File: src/rtl/lit_pkg.sv
package lit_pkg;
  localparam int VEC_W    = 8;
  localparam int MASK_BIT = 16;
  localparam int PER_BIT  = 17;

  typedef enum logic [1:0] {
    OFS_ENTRY = 2'd0,
    OFS_DIV   = 2'd1,
    OFS_CUR   = 2'd2,
    OFS_START = 2'd3
  } ofs_e;

  typedef struct packed {
    logic             periodic;
    logic             mask;
    logic [VEC_W-1:0] vector;
  } entry_t;
endpackage

File: src/rtl/lit_regs.sv
module lit_regs
  import lit_pkg::*;
#(
  parameter int CNT_W = 32,
  parameter int DIV_W = 3
) (
  input  logic             clk,
  input  logic             rst,
  input  logic             wr,
  input  logic [1:0]       addr,
  input  logic [CNT_W-1:0] wdata,
  input  logic [CNT_W-1:0] cur_count,
  output entry_t           entry,
  output logic [DIV_W-1:0] div_code,
  output logic [CNT_W-1:0] start_val,
  output logic             load,
  output logic             div_wr,
  output logic [CNT_W-1:0] rdata
);
  logic [CNT_W-1:0] rd_mux;
  logic             unused_wbits;

  assign load   = wr && (addr == OFS_START);
  assign div_wr = wr && (addr == OFS_DIV);

  assign unused_wbits = ^{wdata[CNT_W-1:PER_BIT+1], wdata[MASK_BIT-1:VEC_W]};

  always_ff @(posedge clk) begin
    if (rst) begin
      entry     <= '{periodic: 1'b0, mask: 1'b1, vector: '0};
      div_code  <= '0;
      start_val <= '0;
    end else begin
      if (wr && addr == OFS_ENTRY) begin
        entry.vector   <= wdata[VEC_W-1:0];
        entry.mask     <= wdata[MASK_BIT];
        entry.periodic <= wdata[PER_BIT];
      end
      if (div_wr)
        div_code <= wdata[DIV_W-1:0];
      if (load)
        start_val <= wdata;
    end
  end

  always_comb begin
    rd_mux = '0;
    case (ofs_e'(addr))
      OFS_ENTRY: begin
        rd_mux[VEC_W-1:0] = entry.vector;
        rd_mux[MASK_BIT]  = entry.mask;
        rd_mux[PER_BIT]   = entry.periodic;
      end
      OFS_DIV:   rd_mux[DIV_W-1:0] = div_code;
      OFS_CUR:   rd_mux = cur_count;
      default:   rd_mux = '0;
    endcase
  end

  always_ff @(posedge clk) begin
    if (rst) rdata <= '0;
    else     rdata <= rd_mux;
  end
endmodule

File: src/rtl/lit_prescale.sv
module lit_prescale #(
  parameter int DIV_W = 3
) (
  input  logic             clk,
  input  logic             rst,
  input  logic             restart,
  input  logic             run,
  input  logic [DIV_W-1:0] code,
  output logic             tick
);
  localparam int PRE_W = (1 << DIV_W) - 1;

  logic [PRE_W-1:0] phase;
  logic [PRE_W-1:0] last_phase;
  logic [PRE_W:0]   span;

  always_comb begin
    span = '0;
    span[0] = 1'b1;
    span = span << (code + 1'b1);
    if (&code) last_phase = '0;
    else       last_phase = PRE_W'(span - 1'b1);
  end

  assign tick = run && (phase == last_phase);

  always_ff @(posedge clk) begin
    if (rst || restart || !run) phase <= '0;
    else if (tick)              phase <= '0;
    else                        phase <= phase + 1'b1;
  end
endmodule

File: src/rtl/lit_counter.sv
module lit_counter #(
  parameter int CNT_W = 32
) (
  input  logic             clk,
  input  logic             rst,
  input  logic             load,
  input  logic [CNT_W-1:0] load_val,
  input  logic [CNT_W-1:0] reload_val,
  input  logic             periodic,
  input  logic             tick,
  output logic [CNT_W-1:0] count,
  output logic             running,
  output logic             expire
);
  localparam logic [CNT_W-1:0] ONE = CNT_W'(1);

  assign expire = tick && running && (count == ONE);

  always_ff @(posedge clk) begin
    if (rst) begin
      count   <= '0;
      running <= 1'b0;
    end else if (load) begin
      count   <= load_val;
      running <= |load_val;
    end else if (tick && running) begin
      if (count == ONE) begin
        if (periodic && |reload_val) begin
          count <= reload_val;
        end else begin
          count   <= '0;
          running <= 1'b0;
        end
      end else begin
        count <= count - ONE;
      end
    end
  end
endmodule

File: src/rtl/lit_irq.sv
module lit_irq (
  input  logic clk,
  input  logic rst,
  input  logic expire,
  input  logic mask,
  input  logic ack,
  output logic req
);
  always_ff @(posedge clk) begin
    if (rst)                  req <= 1'b0;
    else if (expire && !mask) req <= 1'b1;
    else if (ack)             req <= 1'b0;
  end
endmodule

File: src/rtl/lit_timer.sv
module lit_timer
  import lit_pkg::*;
#(
  parameter int CNT_W = 32,
  parameter int DIV_W = 3
) (
  input  logic             clk,
  input  logic             rst,
  input  logic             reg_wr,
  input  logic [1:0]       reg_addr,
  input  logic [CNT_W-1:0] reg_wdata,
  output logic [CNT_W-1:0] reg_rdata,
  input  logic             irq_ack,
  output logic             irq_req,
  output logic [VEC_W-1:0] irq_vec
);
  entry_t           entry;
  logic [DIV_W-1:0] div_code;
  logic [CNT_W-1:0] start_val;
  logic [CNT_W-1:0] count_w;
  logic             load_w;
  logic             div_wr;
  logic             running;
  logic             tick;
  logic             expire_w;
  logic             mask_w;

  assign mask_w  = entry.mask;
  assign irq_vec = entry.vector;

  lit_regs #(.CNT_W(CNT_W), .DIV_W(DIV_W)) u_regs (
    .clk       (clk),
    .rst       (rst),
    .wr        (reg_wr),
    .addr      (reg_addr),
    .wdata     (reg_wdata),
    .cur_count (count_w),
    .entry     (entry),
    .div_code  (div_code),
    .start_val (start_val),
    .load      (load_w),
    .div_wr    (div_wr),
    .rdata     (reg_rdata)
  );

  lit_prescale #(.DIV_W(DIV_W)) u_pre (
    .clk     (clk),
    .rst     (rst),
    .restart (load_w | div_wr),
    .run     (running),
    .code    (div_code),
    .tick    (tick)
  );

  lit_counter #(.CNT_W(CNT_W)) u_cnt (
    .clk        (clk),
    .rst        (rst),
    .load       (load_w),
    .load_val   (reg_wdata),
    .reload_val (start_val),
    .periodic   (entry.periodic),
    .tick       (tick),
    .count      (count_w),
    .running    (running),
    .expire     (expire_w)
  );

  lit_irq u_irq (
    .clk    (clk),
    .rst    (rst),
    .expire (expire_w),
    .mask   (mask_w),
    .ack    (irq_ack),
    .req    (irq_req)
  );
endmodule

File: config.mk
export PLATFORM = sky130hd
export DESIGN_NAME = lit_timer
export DESIGN_NICKNAME = d
export VERILOG_FILES = /design/src/rtl/lit_pkg.sv /design/src/rtl/lit_regs.sv /design/src/rtl/lit_prescale.sv /design/src/rtl/lit_counter.sv /design/src/rtl/lit_irq.sv /design/src/rtl/lit_timer.sv
export SDC_FILE = /design/constraint.sdc
export NUM_CORES = 1
export LEC_CHECK = 0
export ABC_CLOCK_PERIOD_IN_PS = 3300
export BUFFER_PORTS_ARGS = -buffer_cell sky130_fd_sc_hd__buf_2
export CELL_PAD_IN_SITES_DETAIL_PLACEMENT = 0
export CELL_PAD_IN_SITES_GLOBAL_PLACEMENT = 1
export CORE_MARGIN = 2
export CORE_UTILIZATION = 25
export CTS_CLUSTER_DIAMETER = 30
export DETAILED_ROUTE_END_ITERATION = 6
export GPL_TIMING_DRIVEN = 0
export PLACE_DENSITY_LB_ADDON = 0.1
export RECOVER_POWER = 25
export SYNTH_ARGS = -nofsm -noshare
export SYNTH_HDL_FRONTEND = slang
export SYNTH_SLANG_ARGS = --single-unit
export TNS_END_PERCENT = 20
File: constraint.sdc
create_clock -name clk -period 3.3 [get_ports clk]
set_input_delay 0.495 -clock clk [delete_from_list [all_inputs] [get_ports clk]]
set_output_delay 0.495 -clock clk [all_outputs]
set_load 0.02 [all_outputs]
### Yosys cells after proc, flatten, opt, wreduce, memory -nomap -nowiden

Cells that the tools add are included.

* input bits: 38
* register bits: 118
* output and inout port bits: 41
* word-level logic and storage cells: 60

* reduce and logical (&&, ||, !) cells: 22
* equal/unequal tests: 6
* shift-type cells: 1
* mux-type cells: 14
* bitwise logic cells: 2
* add/subtract/negate cells: 4

Operator list (count)
* 2-to-1 mux 32 bit: 4
* OR reduction 32 bit: 2
* equality test 32 x 1 -> 1 bit, second input constant: 1
* subtractor 32 x 1 -> 32 bit, second input constant: 1
* case mux 5 bit (2 select lines): 1
* case mux 3 bit (3 select lines): 1
* logical AND 1 bit: 8
* adder 7 x 1 -> 7 bit, second input constant: 1
* equality test 7 bit: 1
* 2-to-1 mux 7 bit: 1
* left shift 1 x 3 -> 7 bit, first input constant: 1
* subtractor 7 x 1 -> 7 bit, second input constant: 1
* 2-to-1 mux 1 bit: 6
* AND reduction 3 bit: 2
* nonzero test 2 bit: 3
* equality test 2 bit, second input constant: 2
* case mux 2 bit (2 select lines): 1
* OR reduction 2 bit: 2
* adder 3 x 1 -> 3 bit, second input constant: 1
* equality test 2 x 1 -> 1 bit, second input constant: 1
* logical NOT 1 bit: 2
* logical NOT 2 bit: 1
* logical OR 1 bit: 2
* inequality test 2 bit, second input constant: 1
* 2 further kinds: 2

### Depth between registers and ports, before layout

Gate-level depths: netlist of run 1.

* word-level depth: 10
* depth in mapped cells: 15
* mapped depth without buffers: 13

### Cells and area by module

A second synthesis of run 1 with hierarchy kept.

* cell total of the unflattened synthesis: 739
* area, all modules: 5958.2 sq um

By module, submodules not included
* lit_counter: seq. area each 660.6 sq um, cells an instance 368, area each 2651.3 sq um, times used 1
* lit_regs: seq. area each 1541.5 sq um, cells an instance 284, area each 2596.2 sq um, times used 1
* lit_prescale: seq. area each 140.1 sq um, cells an instance 82, area each 663.1 sq um, times used 1
* lit_irq: seq. area each 20.0 sq um, cells an instance 4, area each 41.3 sq um, times used 1
* lit_timer: seq. area each 0.0 sq um, cells an instance 1, area each 6.3 sq um, times used 1

### Worst setup path after synthesis of run 1

OpenSTA, ideal clock, no wires.

* path kind: flip-flop to flip-flop
* from: register u_regs.div_code[0]
* to: register u_cnt.count[17]
* clock period less this slack: 3.330 ns
* setup time: 0.117 ns
* stages on the path, launching flop included: 16
* required time: 3.183 ns
* path slack: -0.030 ns
* buffers on the path: 3
* arrival: 3.213 ns
* cells stage by stage: dfxtp_1 > clkbuf_1 > nand2_1 > inv_1 > ha_1 > buf_2 > or3_1 > ha_1 > nor4b_1 > a31oi_1 > o32ai_1 > and4_1 > and2_1 > clkbuf_1 > o21ai_0 > a32o_1

* cells in the longest elaborated chain, start to end: 8
* elaborated cells on any way between the ends: 9
* classes of those cells: 2 x add/sub; 1 x eq/ne; 1 x shift; 1 x mux; 4 x reduce/logical

Ends and longest elaborated chain
* from (decl): RTL line lit_regs.sv:14 `output logic [DIV_W-1:0] div_code,`
* from (signal assigned): RTL line lit_regs.sv:40 `div_code <= wdata[DIV_W-1:0];`
* adder 3 x 1 -> 3 bit: RTL line lit_prescale.sv:20 `span = span << (code + 1'b1);`
* left shift 1 x 3 -> 7 bit: RTL line lit_prescale.sv:20
* subtractor 7 x 1 -> 7 bit: RTL line lit_prescale.sv:22 `else last_phase = PRE_W'(span - 1'b1);`
* 2-to-1 mux 7 bit (*): RTL line lit_prescale.sv:21 `if (&code) last_phase = '0;`
* equality test 7 bit (*): RTL line lit_prescale.sv:25 `assign tick = run && (phase == last_phase);`
* logical AND 1 bit (*): RTL line lit_prescale.sv:25
* logical AND 1 bit (*): RTL line lit_counter.sv:26 `end else if (tick && running) begin`
* nonzero test 2 bit (no source line) (*)
* to (signal assigned): RTL line lit_counter.sv:24 `count <= load_val;`
* to (signal assigned): RTL line lit_counter.sv:29 `count <= reload_val;`
* to (signal assigned): RTL line lit_counter.sv:35 `count <= count - ONE;`
* to (decl): RTL line lit_counter.sv:11 `output logic [CNT_W-1:0] count,`

Every way passes the cells marked *; elsewhere a longest branch is shown, timed or not.
A chain may end at the register's enable or synchronous reset.

### Worst setup path in the final report of run 1

* from: register u_regs.div_code[1]
* to: register u_cnt.count[24]

The elaborated chain is that of the path after synthesis.

==> results of run 1 <==
## stage by stage
| step | total power [uW] | TNS, ns | area, sq um | hold WS, ns | cells |
|---|---|---|---|---|---|
| floorplan | 1940 | 0 | 5720 | 0.430 | 696 |
| global placement | 2160 | -27.36 | 6460 | 0.458 | 1058 |
| detailed placement | 2160 | -27.47 | 6460 | 0.464 | 1058 |
| CTS | 4000 | 0 | 7230 | 0.331 | 1094 |
| global route | 4130 | -0.00926 | 7260 | 0.333 | 1098 |
| finish | 3970 | 0 | 7260 | 0.347 | 1098 |
## power groups by stage
stage,combinational (uW),clock (uW),sequential [uW]
finish,651,1810,1510
global route,707,1910,1520
CTS,640,1850,1510
detailed placement,618,0,1540
global placement,618,0,1540
floorplan,408,0,1530
## per-layer routing
| metal | share of wire | routed length [microns] | up-vias |
|---|---|---|---|
| li1 | - | - | 2725 |
| met1 | 0.45 | 10600 | 2794 |
| met2 | 0.49 | 11300 | 161 |
| met3 | 0.043 | 1020 | 34 |
| met4 | 0.019 | 437 | 0 |
| met5 | 0 | 0 | - |
## repair_timing
| item | CTS | global route |
|---|---|---|
| gates resized for setup | 40 | 10 |
| hold endpoints to repair | 0 | 0 |
| hold buffers | 0 | 0 |
| buffers inserted | 5 | 4 |
| pin swaps | 6 | 8 |
| setup endpoints to repair | 41 | 35 |
## final cells by class
type                    count  area [sq um]  share of cell area
multi-input cells         518          3240               0.446
clock buffers              20           467              0.0643
inverters                   9          33.8             0.00465
plain buffers              50           280              0.0386
flip-flops and latches    118          2370               0.326
repair buffers             86           412              0.0567
clock inverters            12           104              0.0143
well taps                 285           357              0.0491
## cell families after synthesis
kind of cell / count (synthesis) / synth area share
flops: 118 / 0.413
mux: 24 / 0.0420
simple gates: 307 / 0.277
fa+ha+maj: 5 / 0.0109
buf+inv: 60 / 0.0444
compound gates: 166 / 0.188
xor+xnor: 16 / 0.0245
## flip-flops by register name, summed over array words and instances (netlist names)
signal            flops
u_cnt.count          32
u_irq.req             1
u_regs.entry         10
u_pre.phase           7
u_regs.rdata         32
u_cnt.running         1
u_regs.div_code       3
u_regs.start_val     32
## worst max path at each step
stage | from | end | slack [ns] | cells after the start
6_report | u_regs.div_code[1] | u_cnt.count[24] | 0.09 | 15
2_1_floorplan | u_regs.div_code[1] | u_cnt.count[17] | 0.04 | 15
4_1_cts | u_regs.div_code[0] | u_cnt.count[24] | 0.02 | 14
3_5_place_dp | u_regs.div_code[1] | u_cnt.count[18] | -0.86 | 15
3_3_place_gp | u_regs.div_code[1] | u_cnt.count[18] | -0.89 | 15
5_1_grt | u_regs.div_code[1] | u_cnt.count[7] | -0.003 | 15
## cell usage in the layout, fill, tap and decap left out, drive strengths merged, types with 5 or more instances in the layout
| master | Yosys | layout |
|---|---|---|
| buf | 18 | 72 |
| nor3 | 12 | 12 |
| xor2 | 7 | 7 |
| or4 | 5 | 5 |
| o21ai | 30 | 30 |
| a211oi | 6 | 6 |
| o211ai | 13 | 13 |
| and2 | 25 | 25 |
| and3 | 8 | 8 |
| clkbuf | 33 | 84 |
| a32o | 8 | 8 |
| mux2i | 24 | 24 |
| or3 | 10 | 10 |
| nand2 | 105 | 105 |
| nor4 | 25 | 25 |
| nand4 | 6 | 6 |
| nor2 | 65 | 65 |
| xnor2 | 9 | 9 |
| dfxtp | 118 | 118 |
| a31oi | 5 | 5 |
| nand3 | 15 | 15 |
| clkinv | 0 | 8 |
| nor2b | 5 | 5 |
| inv | 9 | 9 |
| ha | 5 | 5 |
| a21oi | 65 | 65 |
## worst min-delay path, cell delays in order
cell and delay (ns):
buf_2 0.12, nand2_1 0.05, a21oi_1 0.05
==> impl_metrics.ini, run 1 <==
[die]
top_level_ports = 79
dieArea_sq_um = 24100
fp.dieH_microns = 155
start_util = 0.253
core_sq_um = 22600
die_width_microns = 155
num_rows = 55

[worst_setup_path]
crit_path_start_kind = flop
r2r_slack_ns = 0.09
crit_path_max_incr_delay_ns = 0.34
crit_fanout = 10
critPathTopFamily = simple AND/OR/NAND/NOR gates
critPathRequiredTime_ns = 3.61
worstReg2RegEnd = u_cnt.count[24]
crit_chain = buf_6, nand2_1, inv_1, ha_4, buf_6, or3_4, ha_4, xnor2_1, o221a_2, or3_4, and3_4, a21oi_4, buf_8, nor2_4, a32o_1
worst-path-buf-inv = 4
worstPathArrival_ns = 3.51
end_kind = flop
ff2ff_path_depth = 15
slowest_stage = or3_4
criticalPathCategory = reg -> reg
r2r_start = u_regs.div_code[1]

[global_route]
busiest_layer = met2
grt_max_degree = 17
grt_overflow = 0
grt_use_met1 = 0.254
gr-usage-met2 = 0.328
met3_usage = 0.0357
grt_pass1_vias = 5745
antenna_found_initial = 1
grt_use_total = 0.195
grt_pass1_wl_microns = 35000

[finish]
nNetsFinal = 843
layout-drive-gt1-share = 0.177
area_growth_pct = 27.0
antennaDiodeCount = 0
num-fill-cells = 2409
final_core_util = 0.322

[yosys]
synth_commonest_cells = dfxtp_1 (118), nand2_1 (104), a21oi_1 (64)
yosysTopAreaCell = dfxtp_1
ys_seq_elements = 118
synth.area.top_cells = dfxtp_1 (41%), nand2_1 (6.8%), a21oi_1 (5.6%), mux2i_1 (4.2%), nor2_1 (4.1%)
syn_area_sq_um = 5720
syn_area_per_cell_sq_um = 8.22
netlist_instances = 696
synthFlopType = dfxtp_1
yosysSeqAreaShare = 0.413
ys_types = 77
synthArstFlopShare = 0
synth_top_area_frac = 0.413
synth-edff-count = 0
synth_nets = 739
ys_warn_count = 0
synth_most_common_cell = dfxtp_1

[placed_design]
dpl.hpwl_microns = 17000
dp_worst_setup_slack_ns = -0.858
routabilityCongestion = 0.850
portBuffers = 77

[worst_hold_path]
min_from = reg_wdata[12]
hold_path.class = in -> reg
holdPathEnd = u_regs.start_val[12]
hold-path-cell-count = 3

[pwr]
switchingPower_uw = 1170
p_leak_uw = 0.00270
pwr-share-comb = 0.164
power.density_nw_per_um2 = 547
ir_worst_vdd_uv = 289
power_frac_seq = 0.380
switching_share = 0.295
p_int_uw = 2800
clkPwrFrac = 0.456

[cts]
clockBufferDepth = 2
clock_sinks = 118
worstSkewPairLatency_ns = 0.42
path_clk_slew_ns = 0.06
cts_tree = done
numCtsBuffers = 17
ctsHtreeMaxLevel = 4
cts_root_buf = clkbuf_16

[sta]
period_minus_slack_ns = 3.21
worstMarginPinSlew_ns = 0.907
finalCritPeriodShare = 0.972
clock.fmax_mhz = 312
maxSlewViolCount = 0
finalHoldViolCount = 0
fin_skew_ns = 0.00732
rsz0062_at_grt = yes
setup_violations = 0
worst_slack_ns = 0.0938
slew_headroom = 0.394

[drt]
dr.pass1.iters = 6
drc = 0
drtIter0Drc = 378
viasPerCell = 5.20
wl_per_cell_microns = 21.3
num_vias = 5714
totalWireLength_microns = 23400
ant_nets = 0

[run_status]
status = completed

[run]
cap_viol_max_count = 0
No activity file was read; power rests on OpenSTA's default activity.
==> run 2, diff against run 1 <==
RECOVER_POWER = 100   (was 25)
==> run 2 against run 1 <==
Global-route usage unchanged. Flip-flop and latch count unchanged. Sequential power about the same. Via count up 0.93%. Fmax down 0.17%. Combinational power about the same. Critical path depth unchanged. Final area down 0.16%. Setup slack worse by 0.0055 ns. Register-to-register slack about the same. Clock power about the same. Critical path type unchanged. Critical endpoint unchanged. Largest power group unchanged.
==> impl_metrics.ini, run 2 (synthesis gave the netlist of run 1 again) <==
[worst_hold_path]
min_from = reg_wdata[12]
hold-path-cell-count = 3
hold_path.class = in -> reg
holdPathEnd = u_regs.start_val[12]

[placed_design]
dpl.hpwl_microns = 17000
portBuffers = 77
numPlacedInstances = 1058
dp_worst_setup_slack_ns = -0.858
routabilityCongestion = 0.850

[drt]
wl_per_cell_microns = 21.3
drtIter0Drc = 383
num_vias = 5767
totalWireLength_microns = 23400
dr.pass1.iters = 5
drc = 0
viasPerCell = 5.25
ant_nets = 0

[sta]
fin_hold_ws_ns = 0.349
setup-tns-final_ns = 0
worst_slack_ns = 0.0883
setup_violations = 0
worstMarginPinSlew_ns = 0.893
maxSlewViolCount = 0
finalCritPeriodShare = 0.973
rsz0062_at_grt = yes
fin_skew_ns = 0.00929
period_minus_slack_ns = 3.21
clock.fmax_mhz = 311
slew_headroom = 0.404
finalHoldViolCount = 0

[pwr]
pwr-share-comb = 0.164
p_int_uw = 2800
power_frac_seq = 0.380
ir_worst_vdd_uv = 289
power.density_nw_per_um2 = 548
switching_share = 0.295
switchingPower_uw = 1170
p_leak_uw = 0.00265
clkPwrFrac = 0.456

[worst_setup_path]
worst-path-buf-inv = 4
critPathRequiredTime_ns = 3.61
r2r_start = u_regs.div_code[1]
worstPathArrival_ns = 3.52
crit_path_max_incr_delay_ns = 0.34
worstReg2RegEnd = u_cnt.count[24]
crit_fanout = 10
end_kind = flop
criticalPathCategory = reg -> reg
crit_path_start_kind = flop
slowest_stage = or3_4
r2r_slack_ns = 0.09
critPathTopFamily = simple AND/OR/NAND/NOR gates
ff2ff_path_depth = 15
crit_chain = buf_6, nand2_1, inv_1, ha_4, buf_6, or3_4, ha_4, xnor2_1, o221a_2, or3_4, and3_4, a21oi_4, buf_8, nor2_4, a32o_1

[cts]
cts.hold.buffers_added = 0
path_clk_slew_ns = 0.06
ctsHtreeMaxLevel = 4
worstSkewPairLatency_ns = 0.42
clockBufferDepth = 2
numCtsBuffers = 17
cts_tree = done
clock_sinks = 118
cts_root_buf = clkbuf_16

[finish]
top_regs = u_cnt.count: 32 flops, u_regs.rdata: 32 flops, u_regs.start_val: 32 flops
layout_common_cells = dfxtp_1 (116), nand2_1 (102), clkbuf_1 (76)
antennaDiodeCount = 0
nNetsFinal = 843
area_growth_pct = 26.8
layout-drive-gt1-share = 0.166
fin_cells = 1098
final_common_cell = dfxtp_1

[run]
cap_viol_max_count = 0

[die]
fp.dieH_microns = 155
die_width_microns = 155
start_util = 0.253
top_level_ports = 79
num_rows = 55
core_sq_um = 22600
dieArea_sq_um = 24100

[run_status]
status = completed

[global_route]
antenna_found_initial = 1
grt_use_total = 0.195
grt_pass1_vias = 5745
grt_overflow = 0
grt_pass1_wl_microns = 35000
grt_max_degree = 17
## run 2: cell type report
cell class	count	area, sq um
Clock buffer	20	467
Timing Repair Buffer	86	400
Multi-Input combinational cell	518	3240
Clock inverter	12	104
Sequential cell	118	2370
Buffer	50	280
Inverter	9	33.8
Fill cell	2411	15300
Tap cell	285	357
## run 2: worst max-delay path by stage
stage | start | to | slack (ns) | cells past startpoint
3_5_place_dp | u_regs.div_code[1] | u_cnt.count[18] | -0.86 | 15
6_report | u_regs.div_code[1] | u_cnt.count[24] | 0.09 | 15
5_1_grt | u_regs.div_code[1] | u_cnt.count[7] | -0.003 | 15
2_1_floorplan | u_regs.div_code[1] | u_cnt.count[17] | 0.04 | 15
3_3_place_gp | u_regs.div_code[1] | u_cnt.count[18] | -0.89 | 15
4_1_cts | u_regs.div_code[0] | u_cnt.count[24] | 0.02 | 14
## run 2: per-layer routing
metal  wire length, microns  global-route usage
met1                  10500               0.254
met2                  11300               0.328
met3                   1080              0.0357
met4                    442              0.0647
met5                      0                   0
## run 2: power groups by stage
stage	clock network [uW]	registers [uW]	logic (uW)
5_1_grt	1910	1520	706
2_1_floorplan	0	1530	408
3_3_place_gp	0	1540	618
4_1_cts	1850	1510	640
3_5_place_dp	0	1540	618
6_report	1810	1510	650
## run 2: through the flow
step	total power, uW	instance area [sq um]	utilization
after global routing	4130	7250	0.321
after floorplan	1940	5720	-
after CTS	4000	7230	0.320
after detailed placement	2160	6460	0.286
final	3970	7250	0.321
after global placement	2160	6460	0.286
## run 2: tightest hold or removal path, delay by kind of cell
kind | cells | cell delay (ns)
AOI/OAI and AO/OA | 1 | 0.05
and+or+nand+nor | 1 | 0.05
buffers and inverters | 1 | 0.12
## run 2: timing repair
| action | in CTS | in global routing |
|---|---|---|
| setup endpoints to repair | 41 | 35 |
| pin swaps | 6 | 8 |
| buffers inserted | 5 | 4 |
| gates resized for setup | 40 | 10 |
